==> src/rtl/clkctl_pkg.sv <==
package clkctl_pkg;
   // Request carried through the synchroniser into each lane
   typedef struct packed {
      logic halt;   // lane should be stopped
      logic hiz;    // stopped state is tristate
   } lane_req_t;

   localparam int REQ_W = $bits(lane_req_t);
endpackage

==> src/rtl/clkctl_pin_pol.sv <==
module clkctl_pin_pol #(
   parameter int N_OUT   = 8,
   parameter bit HAS_INV = 1'b1
) (
   input  logic             pol_inv,
   input  logic [N_OUT-1:0] oe_raw,
   input  logic             stop_n_raw,
   input  logic             pwrdn_n_raw,
   output logic [N_OUT-1:0] oe_eff,
   output logic             stop_act,
   output logic             pwrdn_act
);
   initial begin
      if (N_OUT < 1) $error("clkctl_pin_pol: N_OUT must be at least 1");
   end

   logic             flip;
   logic [N_OUT-1:0] oe_lvl;
   logic             stop_lvl;
   logic             pwrdn_lvl;

   generate
      if (HAS_INV) begin : g_inv
         assign flip = pol_inv;
      end else begin : g_noinv
         logic unused_pol;
         assign unused_pol = pol_inv;
         assign flip = 1'b0;
      end
   endgenerate

   always_comb begin
      oe_lvl    = oe_raw ^ {N_OUT{flip}};
      stop_lvl  = stop_n_raw ^ flip;
      pwrdn_lvl = pwrdn_n_raw ^ flip;
      oe_eff    = oe_lvl;
      stop_act  = ~stop_lvl;
      pwrdn_act = ~pwrdn_lvl;
   end
endmodule

==> src/rtl/clkctl_src_div.sv <==
module clkctl_src_div (
   input  logic clk,
   input  logic rst_n,
   input  logic src_lvl,
   input  logic half_sel,
   output logic base_clk
);
   logic src_q;
   logic div_q;

   always_ff @(posedge clk or negedge rst_n) begin
      if (!rst_n) begin
         src_q <= 1'b0;
         div_q <= 1'b0;
      end else begin
         src_q <= src_lvl;
         if (src_lvl && !src_q) div_q <= ~div_q;
      end
   end

   assign base_clk = half_sel ? div_q : src_q;

   // the halved clock only moves at a rising source sample
   p_div_on_rise_r1: assert property (@(posedge clk) disable iff (!rst_n)
      (div_q != $past(div_q)) |-> (src_q && !$past(src_q)));
endmodule

==> src/rtl/clkctl_lane.sv <==
module clkctl_lane
   import clkctl_pkg::*;
#(
   parameter int SYNC_STAGES = 2
) (
   input  logic clk,
   input  logic rst_n,
   input  logic base_clk,
   input  logic disabled,
   input  logic pd_act,
   input  logic stop_act,
   input  logic stop_en,
   input  logic pd_hiz,
   input  logic stop_hiz,
   output logic out_p,
   output logic out_n,
   output logic out_drv
);
   initial begin
      if (SYNC_STAGES < 2) $error("clkctl_lane: SYNC_STAGES must be at least 2");
   end

   lane_req_t req_c;
   lane_req_t sync_q [SYNC_STAGES];
   lane_req_t req_s;
   logic      run_q;
   logic      hiz_q;

   // Priority: disable, then power-down, then stop
   always_comb begin
      req_c.halt = disabled | pd_act | (stop_act & stop_en);
      if (disabled)    req_c.hiz = 1'b1;
      else if (pd_act) req_c.hiz = pd_hiz;
      else             req_c.hiz = stop_hiz;
   end

   generate
      for (genvar s = 0; s < SYNC_STAGES; s++) begin : g_sync
         always_ff @(posedge clk or negedge rst_n) begin
            if (!rst_n) sync_q[s] <= '{halt: 1'b1, hiz: 1'b1};
            else if (s == 0) sync_q[s] <= req_c;
            else sync_q[s] <= sync_q[(s == 0) ? 0 : s-1];
         end
      end
   endgenerate

   assign req_s = sync_q[SYNC_STAGES-1];

   // State only moves while the output clock is low
   always_ff @(posedge clk or negedge rst_n) begin
      if (!rst_n) begin
         run_q <= 1'b0;
         hiz_q <= 1'b1;
      end else if (!base_clk) begin
         run_q <= ~req_s.halt;
         hiz_q <= req_s.hiz;
      end
   end

   always_comb begin
      if (run_q) begin
         out_p   = base_clk;
         out_n   = ~base_clk;
         out_drv = 1'b1;
      end else if (hiz_q) begin
         out_p   = 1'b0;
         out_n   = 1'b0;
         out_drv = 1'b0;
      end else begin
         out_p   = 1'b1;
         out_n   = 1'b0;
         out_drv = 1'b1;
      end
   end

   // a lane starts or stops only after a low output phase
   p_no_runt_r8: assert property (@(posedge clk) disable iff (!rst_n)
      (run_q != $past(run_q)) |-> !$past(base_clk));

   // a running lane drives a complementary pair
   p_run_pair_r9: assert property (@(posedge clk) disable iff (!rst_n)
      run_q |-> (out_drv && (out_n == ~out_p)));

   // a driven stopped lane holds true high, complement low
   p_hold_state_r6: assert property (@(posedge clk) disable iff (!rst_n)
      (!run_q && !hiz_q) |-> (out_p && !out_n && out_drv));
endmodule

==> src/rtl/clkctl_lock.sv <==
module clkctl_lock (
   input  logic clk,
   input  logic rst_n,
   input  logic pll_lock,
   input  logic pd_act,
   output logic lock_out
);
   logic lock_q;

   always_ff @(posedge clk or negedge rst_n) begin
      if (!rst_n)        lock_q <= 1'b0;
      else if (pd_act)   lock_q <= 1'b0;
      else if (pll_lock) lock_q <= 1'b1;
   end

   assign lock_out = lock_q;

   // once latched, lock holds while not powered down
   p_lock_sticky_r7: assert property (@(posedge clk) disable iff (!rst_n)
      (lock_q && !pd_act) |=> lock_q);
endmodule

==> src/rtl/clkctl_out_ctrl.sv <==
module clkctl_out_ctrl #(
   parameter int N_OUT       = 8,
   parameter int SYNC_STAGES = 2,
   parameter bit HAS_INV     = 1'b1
) (
   input  logic             clk,
   input  logic             rst_n,
   input  logic             src_lvl,
   input  logic             src_div_n,
   input  logic             stop_n_pin,
   input  logic             pwrdn_n_pin,
   input  logic [N_OUT-1:0] oe_pin,
   input  logic             pol_inv,
   input  logic [7:0]       cfg_mode,
   input  logic [N_OUT-1:0] cfg_oe,
   input  logic [N_OUT-1:0] cfg_stop_en,
   input  logic             pll_lock,
   output logic [N_OUT-1:0] clk_p,
   output logic [N_OUT-1:0] clk_n,
   output logic [N_OUT-1:0] drv_en,
   output logic             lock_out
);
   localparam int MODE_X1   = 0;
   localparam int MODE_STOP = 6;
   localparam int MODE_PD   = 7;

   initial begin
      if (N_OUT < 1 || N_OUT > 64) $error("clkctl_out_ctrl: N_OUT out of range");
   end

   logic [N_OUT-1:0] oe_eff;
   logic             stop_act;
   logic             pd_act;
   logic             half_sel;
   logic             base_clk;
   logic [5:0]       unused_mode;

   assign unused_mode = cfg_mode[5:0];
   assign half_sel    = ~src_div_n | ~cfg_mode[MODE_X1];

   clkctl_pin_pol #(.N_OUT(N_OUT), .HAS_INV(HAS_INV)) pol_i (
      .pol_inv    (pol_inv),
      .oe_raw     (oe_pin),
      .stop_n_raw (stop_n_pin),
      .pwrdn_n_raw(pwrdn_n_pin),
      .oe_eff     (oe_eff),
      .stop_act   (stop_act),
      .pwrdn_act  (pd_act)
   );

   clkctl_src_div div_i (
      .clk     (clk),
      .rst_n   (rst_n),
      .src_lvl (src_lvl),
      .half_sel(half_sel),
      .base_clk(base_clk)
   );

   generate
      for (genvar i = 0; i < N_OUT; i++) begin : g_lane
         clkctl_lane #(.SYNC_STAGES(SYNC_STAGES)) lane_i (
            .clk     (clk),
            .rst_n   (rst_n),
            .base_clk(base_clk),
            .disabled(~(oe_eff[i] & cfg_oe[i])),
            .pd_act  (pd_act),
            .stop_act(stop_act),
            .stop_en (cfg_stop_en[i]),
            .pd_hiz  (cfg_mode[MODE_PD]),
            .stop_hiz(cfg_mode[MODE_STOP]),
            .out_p   (clk_p[i]),
            .out_n   (clk_n[i]),
            .out_drv (drv_en[i])
         );
      end
   endgenerate

   clkctl_lock lock_i (
      .clk     (clk),
      .rst_n   (rst_n),
      .pll_lock(pll_lock),
      .pd_act  (pd_act),
      .lock_out(lock_out)
   );

   // a tristated lane never drives either leg
   p_tri_quiet_r3: assert property (@(posedge clk) disable iff (!rst_n)
      (drv_en == '0) |-> ((clk_p == '0) && (clk_n == '0)));
endmodule

==> config.mk <==
export PLATFORM = sky130hd
export DESIGN_NAME = clkctl_out_ctrl
export DESIGN_NICKNAME = d
export VERILOG_FILES = /design/src/rtl/clkctl_pkg.sv /design/src/rtl/clkctl_pin_pol.sv /design/src/rtl/clkctl_src_div.sv /design/src/rtl/clkctl_lane.sv /design/src/rtl/clkctl_lock.sv /design/src/rtl/clkctl_out_ctrl.sv
export SDC_FILE = /design/constraint.sdc
export NUM_CORES = 1
export LEC_CHECK = 0
export ABC_AREA = 1
export BUFFER_PORTS_ARGS = -buffer_cell sky130_fd_sc_hd__buf_2
export CAP_MARGIN = 0
export CORE_UTILIZATION = 45
export DETAILED_ROUTE_END_ITERATION = 10
export PLACE_DENSITY = 0.76
export SLEW_MARGIN = 20
export SYNTH_ARGS = -nofsm -noshare
export SYNTH_HDL_FRONTEND = slang
export SYNTH_HIERARCHICAL = 1
export SYNTH_SLANG_ARGS = --single-unit
==> constraint.sdc <==
create_clock -name clk -period 1.5 [get_ports clk]
set_input_delay 0.15 -clock clk [delete_from_list [all_inputs] [get_ports clk]]
set_output_delay 0.15 -clock clk [all_outputs]
set_load 0.02 [all_outputs]
Word level (Yosys, flattened, before mapping)
Cells that the tools add are included.

storage, ports and cells
  register bits = 51
  input port bits = 40

operators by class
  equality and inequality tests = 1
  mux-type cells = 44
  bitwise logic cells = 58
  reduce and logical (&&, ||, !) cells = 2

operators by type and width
  kind                                           number
  1-bit two-way mux                              44
  1-bit inverter                                 22
  1-bit bitwise OR                               17
  1-bit bitwise AND                              16
  8-bit bitwise XOR                              1
  2-bit inequality test (second input constant)  1
  1-bit bitwise XOR                              2
  1-bit logical AND                              1
  1-bit logical NOT                              1

Logic depth before layout (Yosys ltp)
Gate-level depths: netlist (run 1).

  depth after elaboration = 5
  depth in mapped cells = 6
  gate-level depth less buffers = 6

Modules after synthesis
The synthesis (run 1) kept the hierarchy.

by module, submodules not included
  module           instances  cells each  area an instance (µm²)  seq. area each (µm²)
  clkctl_lane      8          22          222.7                   156.4
  clkctl_pin_pol   1          42          165.2                   0.0
  clkctl_src_div   1          10          93.8                    50.0
  clkctl_out_ctrl  1          9           33.8                    0.0
  clkctl_lock      1          3           32.5                    25.0

Least setup slack after synthesis (run 1)
OpenSTA, ideal clock, no wires.

  kind = reg-to-output
  start = register div_i.src_q
  end = output clk_p[0]
  arrival time = 1.491 ns
  setup slack = -0.141 ns
  stages on the path, launching flop included = 5
  cell sequence = dfrtp_1 > inv_2 > o21ai_2 > nand2_1 > o21ai_0

on the way
  word-level cells in the longest chain between the ends = 2

RTL lines
  element                   RTL line               RTL
  start: declaration        clkctl_src_div.sv:8    logic src_q;
  start signal: assignment  clkctl_src_div.sv:16   src_q <= src_lvl;
  1-bit two-way mux         clkctl_src_div.sv:21   assign base_clk = half_sel ? div_q : src_q;
  net base_clk              clkctl_out_ctrl.sv:35  logic base_clk;
  1-bit two-way mux         clkctl_lane.sv:61      if (run_q) begin
  end: declaration          clkctl_out_ctrl.sv:18  output logic [N_OUT-1:0] clk_p,

The timed path passes the listed nets, and every way through them passes these cells.

Worst setup path in the final report (run 1)
  start = register div_i.div_q
  end = output clk_n[2]

on the way
  word-level cells in the longest chain between the ends = 3

RTL lines
  element                   RTL line               RTL
  start: declaration        clkctl_src_div.sv:9    logic div_q;
  start signal: assignment  clkctl_src_div.sv:17   if (src_lvl && !src_q) div_q <= ~div_q;
  1-bit two-way mux         clkctl_src_div.sv:21
  1-bit inverter            clkctl_lane.sv:63      out_n = ~base_clk;
  1-bit two-way mux         clkctl_lane.sv:61
  end: declaration          clkctl_out_ctrl.sv:19  output logic [N_OUT-1:0] clk_n,

No other way between the ends.

==> reports/metrics.yaml, run 1 <==
synthTopCellsByCount: "90 x nand2_1, 43 x inv_1, 40 x dfstp_2"
die-width_um: 70.43
die_h_um: 70.43
synthArstFlopShare_pct: 100.0
dr.pass1.iters: 4
slowest_stage: "dfrtp_1"
power.density_mw_per_mm2: 1216
core_mm2: 0.004414
htreeDepth: 2
path_clk_slew_ns: 0.08
antenna_cells: 0
yosysTopAreaCellShare_pct: 49.88
fin_crit_ns: 1.495
place_congestion: 0.6867
end_kind: "output port"
synth_edf_count: 0
crit_fanout: 5
vias: 1677
fmax_mhz: 668.9
ys_types: 12
rows: 24
ys_warn_count: 6
synthToLayoutAreaGrowth_pct: 31.89
status: "finished clean"
p_total_w: 0.003380
final_area_mm2: 0.002779
skew_ns: 0.002198
crit_chain: "nand2_4 > o21ai_4 > buf_4 > nor2_1 > buf_4"
timing.slew.headroom_pct: 54.36
synthTopCellsByArea: "dfstp_2 50%, nand2_1 16%, dfrtp_1 13%, inv_1 7.7%, o21ai_0 5.7%"
setup-violations-final: 0
dieArea_mm2: 0.004960
instances_no_fill: 372
place_area_mm2: 0.002499
clock-root-buffer: "clkbuf_8"
totalWireLength_um: 3844
synth_fp_nets: 280
path_common_cell: "buf_4"
synth-seq-cells: 51
post-synth-top-count-cell: "nand2_1"
via_per_inst: 4.508
dp_cells: 353
cts_tree: "done"
critPathTopFamily: "flip-flops"
postRouteAntennaNets: 0
avgSynthCellArea_um2: 8.779
grt_pass1_wl_um: 6658
startpoint_type: "register"
yosysTopAreaCell: "dfstp_2"
power_leakage_nw: 1.522
clock_latency_ns: 0.29
finalMaxSlewViolations: 0
overflow: 0
io_pins: 65
wl_per_cell_um: 10.33
drtIter0Drc: 103
hold_class: "in2reg"
worstPathArrival_ns: 1.34
grt_pass1_vias: 1511
drive_above_1_share_pct: 41.56
timing.final.crit_share_pct: 99.67
cp_data_required_time_ns: 1.35
syn_inst: 240
tightest_slew_ns: 0.6845
pre_cts_ws_ns: -0.1130
drc_errors: 0
fin_ws_ns: 0.005003
rsz0062_at_grt: "yes"
hold_viol_final: 0
cts-buffers-inserted: 5
vdd_drop_max_uv: 446.3
cp_num_buf_inv: 2
io_buffers: 59
antenna_found_initial: 0
max_stage_delay_ns: 0.41
synth_ff_type: "dfstp_2"
seq_area_frac_synth_pct: 62.95
drv_cap: 0
grt_util_all_layers_pct: 16.94
grt_max_degree: 52
holdWs_ns: 0.05810
start_util_pct: 47.73
fin_nets: 359
n_fill_cell: 366
clock_sinks: 51
cts_buffer_depth: 2
syn_area_mm2: 0.002107
hpwl_um: 2419
worstSetupPathType: "reg2out"
## worst reg2reg max path, stage by stage (launching register included)
cell	delay (ns)
dfrtp_1	0.38
inv_4	0.08
o21ai_2	0.57
nand2_1	0.13
o21ai_0	0.11
## flip-flops by register name (all words and copies together) (netlist names)
signal and flops:
g_lane.lane_i/run_q 8, g_lane.lane_i/sync_q 16, div_i/div_q 1, lock_i/lock_out 1, g_lane.lane_i/req_s 16, div_i/src_q 1
g_lane.lane_i/hiz_q 8
## what timing repair did
action / in CTS / in global routing
endpoints found under the setup margin: 16 / 15
hold endpoints to repair: 12 / 0
gates cloned: 3 / 0
pin swaps: 1 / 9
hold buffers: 2 / 0
setup buffers: 0 / 6
resized for setup: 4 / 26
## layer usage
layer / vias to the layer above / GRT usage [%] / part of all wire (%) / wire [um]
met5: - / 0 / 0 / 0
met4: 0 / 5.333 / 1.0 / 40
met3: 4 / 3.175 / 4.5 / 174
met2: 50 / 29.84 / 50 / 1923
met1: 735 / 20.86 / 44 / 1705
li1: 888 / - / - / -
## through the flow
| step | setup TNS, ns | util, % |
|---|---|---|
| floorplan | 0 | - |
| global placement | -0.6730 | 56.60 |
| detailed placement | -0.7915 | 56.60 |
| CTS | -0.05184 | 60.71 |
| global route | -0.5284 | 62.95 |
| finish | 0 | 62.95 |
## final timing paths
kind / start / endpoint / cells past startpoint / slack, ns
max: div_i/div_q / clk_n[2] / 5 / 0.005
min: cfg_stop_en[3] / g_lane[3].lane_i/sync_q[3] / 3 / 0.06
max reg2reg: div_i/src_q / g_lane[6].lane_i/hiz_q / 4 / 0.16
min reg2reg: g_lane[4].lane_i/sync_q[2] / g_lane[4].lane_i/req_s[0] / 0 / 0.36
max in group asynchronous: rst_n / g_lane[1].lane_i/req_s[0] / 3 / 0.86
min in group asynchronous: rst_n / g_lane[6].lane_i/run_q / 3 / 0.36
## power breakdown
part | switching [W] | total, W | internal [W]
Clock | 0.000412 | 0.000908 | 0.000496
Sequential | 0.0000796 | 0.00165 | 0.00157
Combinational | 0.000503 | 0.000823 | 0.000320
Total | 0.000995 | 0.00338 | 0.00239
## cells in the final DEF (no fill, tap or decap), drive strengths merged
master | netlist | routed
buf | 1 | 68
bufinv | 0 | 1
clkbuf | 0 | 5
clkinv | 0 | 2
dfrtp | 11 | 11
dfstp | 40 | 40
dlygate4sd3 | 0 | 2
inv | 45 | 45
nand2 | 91 | 91
nand3 | 17 | 17
nor2 | 10 | 10
o21ai | 25 | 28
## cell families after synthesis
kind of cell	after synthesis	share of synthesized area, %
compound gates	25	6.117
buf+inv	46	8.551
flops	51	62.95
simple gates	118	22.39
## layout make-up
type	instances	area, um^2	share of cell area [%]
timing repair buffer	70	422.9	15.22
clock buffer	5	68.82	2.476
multi-input combinational	146	680.7	24.49
tap	52	65.06	2.341
inverter	45	171.4	6.168
sequential	51	1326	47.73
clock inverter	3	43.79	1.576
No activity file was read; power rests on OpenSTA's default activity.
==> inputs of run 2 (changes only) <==
--- a/config.mk
+++ b/config.mk
@@ -8,9 +8,10 @@
 export ABC_AREA = 1
 export BUFFER_PORTS_ARGS = -buffer_cell sky130_fd_sc_hd__buf_2
 export CAP_MARGIN = 0
-export CORE_UTILIZATION = 45
+export CORE_UTILIZATION = 47
+export CTS_BUF_LIST = sky130_fd_sc_hd__clkbuf_8
 export DETAILED_ROUTE_END_ITERATION = 10
-export PLACE_DENSITY = 0.76
+export PLACE_DENSITY = 0.79
 export SLEW_MARGIN = 20
 export SYNTH_ARGS = -nofsm -noshare
 export SYNTH_HDL_FRONTEND = slang
==> run 2 against run 1 <==
The flow now finishes with violations (negative setup slack). Sequential power barely moved. Worst hold slack got worse by 0.046 ns. Core utilization grew 6.2 points. Final area is 3.2% higher. Clock skew up 0.0029 ns.
==> reports/metrics.yaml, run 2 (same netlist as run 1, synthesis figures left out) <==
hpwl_um: 2717  # was 2419 um
rows: 23  # was 24
worstSetupPathType: "reg2out"  # unchanged
p_clk_share_pct: 24.7  # was 26.9%
p_int_w: 0.002330  # was 0.002385 W
drtIter0Drc: 92  # was 103
wl_met3_um: 161  # was 174 um
cts_tree: "done"  # unchanged
synthToLayoutAreaGrowth_pct: 36.05  # was 31.89%
clock_latency_ns: 0.30  # was 0.29 ns
vias: 1756  # was 1677
cts-buffers-inserted: 5  # unchanged
p_switching_w: 0.001006  # was 0.0009953 W
place_congestion: 0.7382  # was 0.6867
core_mm2: 0.004144  # was 0.004414 mm^2
die_h_um: 68.96  # was 70.43 um
postRouteAntennaNets: 0  # unchanged
dr.pass1.iters: 4  # unchanged
violations: "negative setup slack"
htreeDepth: 2  # unchanged
rsz0062_at_grt: "yes"  # unchanged
worstPathArrival_ns: 1.36  # was 1.34 ns
timing.final.crit_share_pct: 100.9  # was 99.67%
path_clk_slew_ns: 0.08  # about the same
end_kind: "output port"  # unchanged
startpoint_type: "register"  # unchanged
pwr-share-seq_pct: 49.3  # was 48.8%
grt_util_all_layers_pct: 21.10  # was 16.94%
totalWireLength_um: 4377  # was 3844 um
io_buffers: 59  # unchanged
highest_layer: "met4"  # unchanged
die-width_um: 68.96  # was 70.43 um
fin_nets: 373  # was 359
n_fill_cell: 328  # was 366
hold_viol_final: 0  # unchanged
drv_cap: 0  # unchanged
power.density_mw_per_mm2: 1164  # was 1216 mW/mm^2
dieArea_mm2: 0.004755  # was 0.004960 mm^2
tightest_slew_ns: 0.5106  # was 0.6845 ns
grt_pass1_vias: 1572  # was 1511
final_area_mm2: 0.002867  # was 0.002779 mm^2
route.met2.wl_um: 2239  # was 1923 um
switching_share_pct: 30.16  # was 29.44%
cts_buffer_depth: 2  # unchanged
wl_per_cell_um: 11.40  # was 10.33 um
place_area_mm2: 0.002496  # was 0.002499 mm^2
clock_sinks: 51  # unchanged
overflow: 0  # unchanged
status: "finished with violations"  # was finished clean
setup-violations-final: 4  # was 0
grt_pass1_wl_um: 7031  # was 6658 um
drc_errors: 0  # unchanged
fin_ws_ns: -0.01280  # was 0.005003 ns
finalMaxSlewViolations: 0  # unchanged
final_cell_mix: "87 x nand2_1, 51 x buf_2, 44 x inv_1"  # was 84 x nand2_1, 51 x buf_2, 43 x inv_1
timing.slew.headroom_pct: 65.88  # was 54.36%
via_per_inst: 4.573  # was 4.508
fin_crit_ns: 1.513  # was 1.495 ns
antenna_cells: 0  # unchanged
skew_ns: 0.005068  # was 0.002198 ns
hold_class: "in2reg"  # unchanged
cp_data_required_time_ns: 1.35  # about the same
power_frac_comb_pct: 26.0  # was 24.4%
antenna_found_initial: 0  # unchanged
vdd_drop_max_uv: 453.9  # was 446.3 uV
fin_util_pct: 69.17  # was 62.95%
met1_length_um: 1908  # was 1705 um
p_total_w: 0.003335  # was 0.003380 W
drive_above_1_share_pct: 43.11  # was 41.56%
io_pins: 65  # unchanged
grt_max_degree: 52  # unchanged
crit_fanout: 5  # unchanged
fmax_mhz: 661.0  # was 668.9 MHz
start_util_pct: 50.85  # was 47.73%
final_common_cell: "nand2_1"  # unchanged
power_leakage_nw: 1.580  # was 1.522 nW
clock-root-buffer: "clkbuf_8"  # unchanged
## run 2: timing repair
item / 4_1_cts / 5_1_grt
setup buffers: 14 / 7
hold endpoints to repair: 11 / 0
setup endpoints to repair: 16 / 31
cloned: 3 / 0
resized for setup: 19 / 12
hold buffers: 1 / 0
pin swaps: 7 / 7
## run 2: worst max-delay path, stage by stage (launching register included)
cell	delay [ns]
dfrtp_1	0.40
inv_4	0.08
o21ai_4	0.23
nand2_1	0.10
o21ai_1	0.09
buf_4	0.16
## run 2: cell type report
cell class / count / area [um^2] / share of cell area, %
inverters: 45 / 171.4 / 5.980
clock inverters: 1 / 3.754 / 0.1309
flip-flops and latches: 51 / 1326 / 46.27
repair buffers: 84 / 525.5 / 18.33
well taps: 50 / 62.56 / 2.182
clock buffers: 7 / 96.34 / 3.361
multi-input cells: 146 / 680.7 / 23.75
## run 2: path summary, 6_finish.rpt
| path | startpoint | endpoint | slack (ns) | depth (start not counted) |
|---|---|---|---|---|
| worst max-delay path | div_i/src_q | clk_p[4] | -0.01 | 5 |
| max in group asynchronous | rst_n | g_lane[1].lane_i/hiz_q | 0.83 | 3 |
| min in group asynchronous | rst_n | lock_i/lock_out | 0.37 | 3 |
| worst max register to register | div_i/src_q | g_lane[5].lane_i/run_q | 0.05 | 8 |
| worst min-delay path | src_lvl | div_i/src_q | 0.01 | 1 |
| worst min register to register | g_lane[7].lane_i/sync_q[3] | g_lane[7].lane_i/req_s[1] | 0.36 | 0 |
## run 2: per-layer routing
layer,global-route usage (%),vias up
met4,10.46,0
met2,35.68,44
met1,25.38,792
met3,4.441,5
met5,0,-
li1,-,915
## run 2: per-stage QoR
step	cells	hold slack, ns	setup WS [ns]	setup TNS, ns
finish	384	0.01186	-0.01280	-0.03763
CTS	377	0.002403	-0.05851	-0.3085
global route	384	0.001551	-0.08222	-0.6952
detailed placement	351	0.1547	-0.1452	-1.095
floorplan	240	-0.1456	0.1081	0
global placement	351	0.1483	-0.08030	-0.5830
## run 2: power groups by stage
stage,Clock (W),Sequential [W],Combinational [W]
global route,0.000904,0.00166,0.000969
CTS,0.000852,0.00164,0.000813
finish,0.000824,0.00165,0.000866
global placement,0,0.00165,0.000678
detailed placement,0,0.00166,0.000703
floorplan,0,0.00164,0.000439
==> inputs of run 3 (changes only) <==
--- a/config.mk
+++ b/config.mk
@@ -8,10 +8,13 @@
 export ABC_AREA = 1
 export BUFFER_PORTS_ARGS = -buffer_cell sky130_fd_sc_hd__buf_2
 export CAP_MARGIN = 0
-export CORE_UTILIZATION = 47
+export CELL_PAD_IN_SITES_DETAIL_PLACEMENT = 1
+export CELL_PAD_IN_SITES_GLOBAL_PLACEMENT = 2
+export CORE_UTILIZATION = 27
 export CTS_BUF_LIST = sky130_fd_sc_hd__clkbuf_8
 export DETAILED_ROUTE_END_ITERATION = 10
-export PLACE_DENSITY = 0.79
+export PLACE_DENSITY = 0.78
+export SETUP_SLACK_MARGIN = 0.4
 export SLEW_MARGIN = 20
 export SYNTH_ARGS = -nofsm -noshare
 export SYNTH_HDL_FRONTEND = slang
==> run 3 against run 2 <==
The run now ends clean. Register-to-register slack better by 0.10 ns. Clock skew grew 0.0026 ns. Total power increased by 15%. Core utilization is 26 points lower. Combinational power increased by 35%. Cell count up 12%. Global-route usage shrank 6.9 points. Final area increased by 12%. Non-clock buffer count shrank 4. Critical path depth unchanged. Worst hold slack better by 0.0023 ns. Critical endpoint is now clk_n[6].
==> reports/metrics.yaml, run 3 (same netlist as run 1, synthesis figures left out) <==
tightest_slew_ns: 0.5310  # was 0.5106 ns
n_fill_cell: 868  # was 328
fin_nets: 369  # was 373
die_h_um: 90.34  # was 68.96 um
antenna_cells: 0  # unchanged
status: "finished clean"  # was finished with violations
fin_ws_ns: 0.01809  # was -0.01280 ns
end_kind: "output port"  # unchanged
skew_ns: 0.007680  # was 0.005068 ns
final_area_mm2: 0.003212  # was 0.002867 mm^2
grt_pass1_vias: 1881  # was 1572
grt_max_degree: 35  # was 52
hold_viol_final: 0  # unchanged
clock-root-buffer: "clkbuf_8"  # unchanged
place_congestion: 0.6985  # was 0.7382
grt_pass1_wl_um: 9011  # was 7031 um
power_leakage_nw: 1.688  # was 1.580 nW
max_stage_delay_ns: 0.42  # was 0.40 ns
place_area_mm2: 0.002587  # was 0.002496 mm^2
worstSetupPathType: "reg2out"  # unchanged
reg2reg_depth: 5  # was 8
timing.final.crit_share_pct: 98.79  # was 100.9%
pre_cts_ws_ns: -0.2647  # was -0.1452 ns
drtIter0Drc: 30  # was 92
wl_per_cell_um: 13.21  # was 11.40 um
hold_path_depth: 1  # unchanged
fmax_mhz: 674.8  # was 661.0 MHz
cts-buffers-inserted: 5  # unchanged
totalWireLength_um: 5669  # was 4377 um
timing.slew.headroom_pct: 64.46  # was 65.88%
postRouteAntennaNets: 0  # unchanged
slowest_stage: "dfrtp_1"  # unchanged
io_pins: 65  # unchanged
setup-violations-final: 0  # was 4
vias: 1814  # was 1756
antenna_found_initial: 0  # unchanged
final_cell_mix: "72 x nand2_1, 40 x dfstp_2, 36 x inv_1"  # was 87 x nand2_1, 51 x buf_2, 44 x inv_1
hpwl_um: 3388  # was 2717 um
cts_buffer_depth: 2  # unchanged
startpoint_type: "register"  # unchanged
clock_latency_ns: 0.30  # about the same
die-width_um: 90.34  # was 68.96 um
dp_cells: 400  # was 351
setup_tns_ns: 0  # was -0.03763 ns
power.density_mw_per_mm2: 1190  # was 1164 mW/mm^2
cp_data_required_time_ns: 1.35  # about the same
path_clk_slew_ns: 0.08  # about the same
overflow: 0  # unchanged
instances_no_fill: 429  # was 384
worstPathArrival_ns: 1.33  # was 1.36 ns
holdWs_ns: 0.01413  # was 0.01186 ns
dieArea_mm2: 0.008161  # was 0.004755 mm^2
crit_chain: "nand2_4 > o21ai_4 > buf_6 > nor2_1 > buf_4"  # was inv_4 > o21ai_4 > nand2_1 > o21ai_1 > buf_4
start_util_pct: 28.44  # was 50.85%
drive_above_1_share_pct: 54.55  # was 43.11%
final_common_cell: "nand2_1"  # unchanged
rsz0062_at_grt: "yes"  # unchanged
clock_sinks: 51  # unchanged
htreeDepth: 2  # unchanged
core_mm2: 0.007408  # was 0.004144 mm^2
cts_tree: "done"  # unchanged
drc_errors: 0  # unchanged
fin_crit_ns: 1.482  # was 1.513 ns
crit_fanout: 6  # was 5
via_per_inst: 4.228  # was 4.573
synthToLayoutAreaGrowth_pct: 52.43  # was 36.05%
vdd_drop_max_uv: 352.9  # was 453.9 uV
grt_util_all_layers_pct: 14.16  # was 21.10%
hold_class: "in2reg"  # unchanged
drv_cap: 0  # unchanged
finalMaxSlewViolations: 0  # unchanged
rows: 31  # was 23
dr.pass1.iters: 4  # unchanged
io_buffers: 59  # unchanged
==> run 3: changes by cell type in the layout (fill, tap and decap cells not counted), moves of 5 or more <==
cell and delta:
nor2_1 -7, nand2_2 +7, inv_1 -8, buf_4 -14, buf_6 +25, o21ai_0 -12, nand2_1 -15, o21ai_2 +7
o21ai_1 +5, inv_2 +7, nor2_4 +5, buf_2 -16, nand2_4 +8
==> run 3: cell type report <==
cell class,instances,area [um^2],area share [%]
clock inverters,2,35.03,1.091
repair buffers,80,641.9,19.98
inverters,45,171.4,5.337
flip-flops and latches,51,1330,41.41
well taps,99,123.9,3.857
multi-input cells,146,827.0,25.75
clock buffers,6,82.58,2.571
==> run 3: per-stage QoR <==
step	util, %	power, W
5_1_grt	43.35	0.004025
2_1_floorplan	-	0.002120
4_1_cts	41.11	0.003754
6_report	43.35	0.003823
3_3_place_gp	34.93	0.002392
3_5_place_dp	34.93	0.002420
==> run 3: power breakdown <==
| part | switching [W] | internal (W) | leakage, nW |
|---|---|---|---|
| Sequential | 0.000118 | 0.00157 | 0.562 |
| Clock | 0.000425 | 0.000539 | 0.0612 |
| Combinational | 0.000632 | 0.000537 | 1.07 |
| Total | 0.00118 | 0.00265 | 1.69 |
==> run 3: path summary, 6_finish.rpt <==
path                                            start                         to  slack, ns
max in group asynchronous                       rst_n  g_lane[1].lane_i/req_s[1]       0.59
min                                           src_lvl                div_i/src_q       0.01
max reg2reg                               div_i/src_q     g_lane[1].lane_i/hiz_q       0.15
min in group asynchronous                       rst_n     g_lane[7].lane_i/run_q       0.31
min reg2reg                g_lane[3].lane_i/sync_q[3]  g_lane[3].lane_i/req_s[1]       0.35
max                                       div_i/div_q                   clk_n[6]       0.02
==> run 3: critical path, delay by kind of cell, from the launching register on <==
family	cells	cell delay, ns
simple gates	2	0.24
flops	1	0.42
buf+inv	2	0.30
compound gates	1	0.09
==> run 3: what timing repair did <==
item                       in CTS  in global routing
hold endpoints to repair        2                  0
resized for setup              73                 47
cloned                          3                  0
setup buffers                   9                  8
setup endpoints to repair      40                 39
pin swaps                      16                  8
hold buffers                    1                  0
==> run 3: metal layers <==
| layer | track usage (%) | part of all wire (%) | up-vias |
|---|---|---|---|
| li1 | - | - | 907 |
| met2 | 25.00 | 53 | 42 |
| met1 | 16.96 | 43 | 859 |
| met4 | 5.914 | 1.5 | 0 |
| met5 | 0 | 0 | - |
| met3 | 2.441 | 3.0 | 6 |
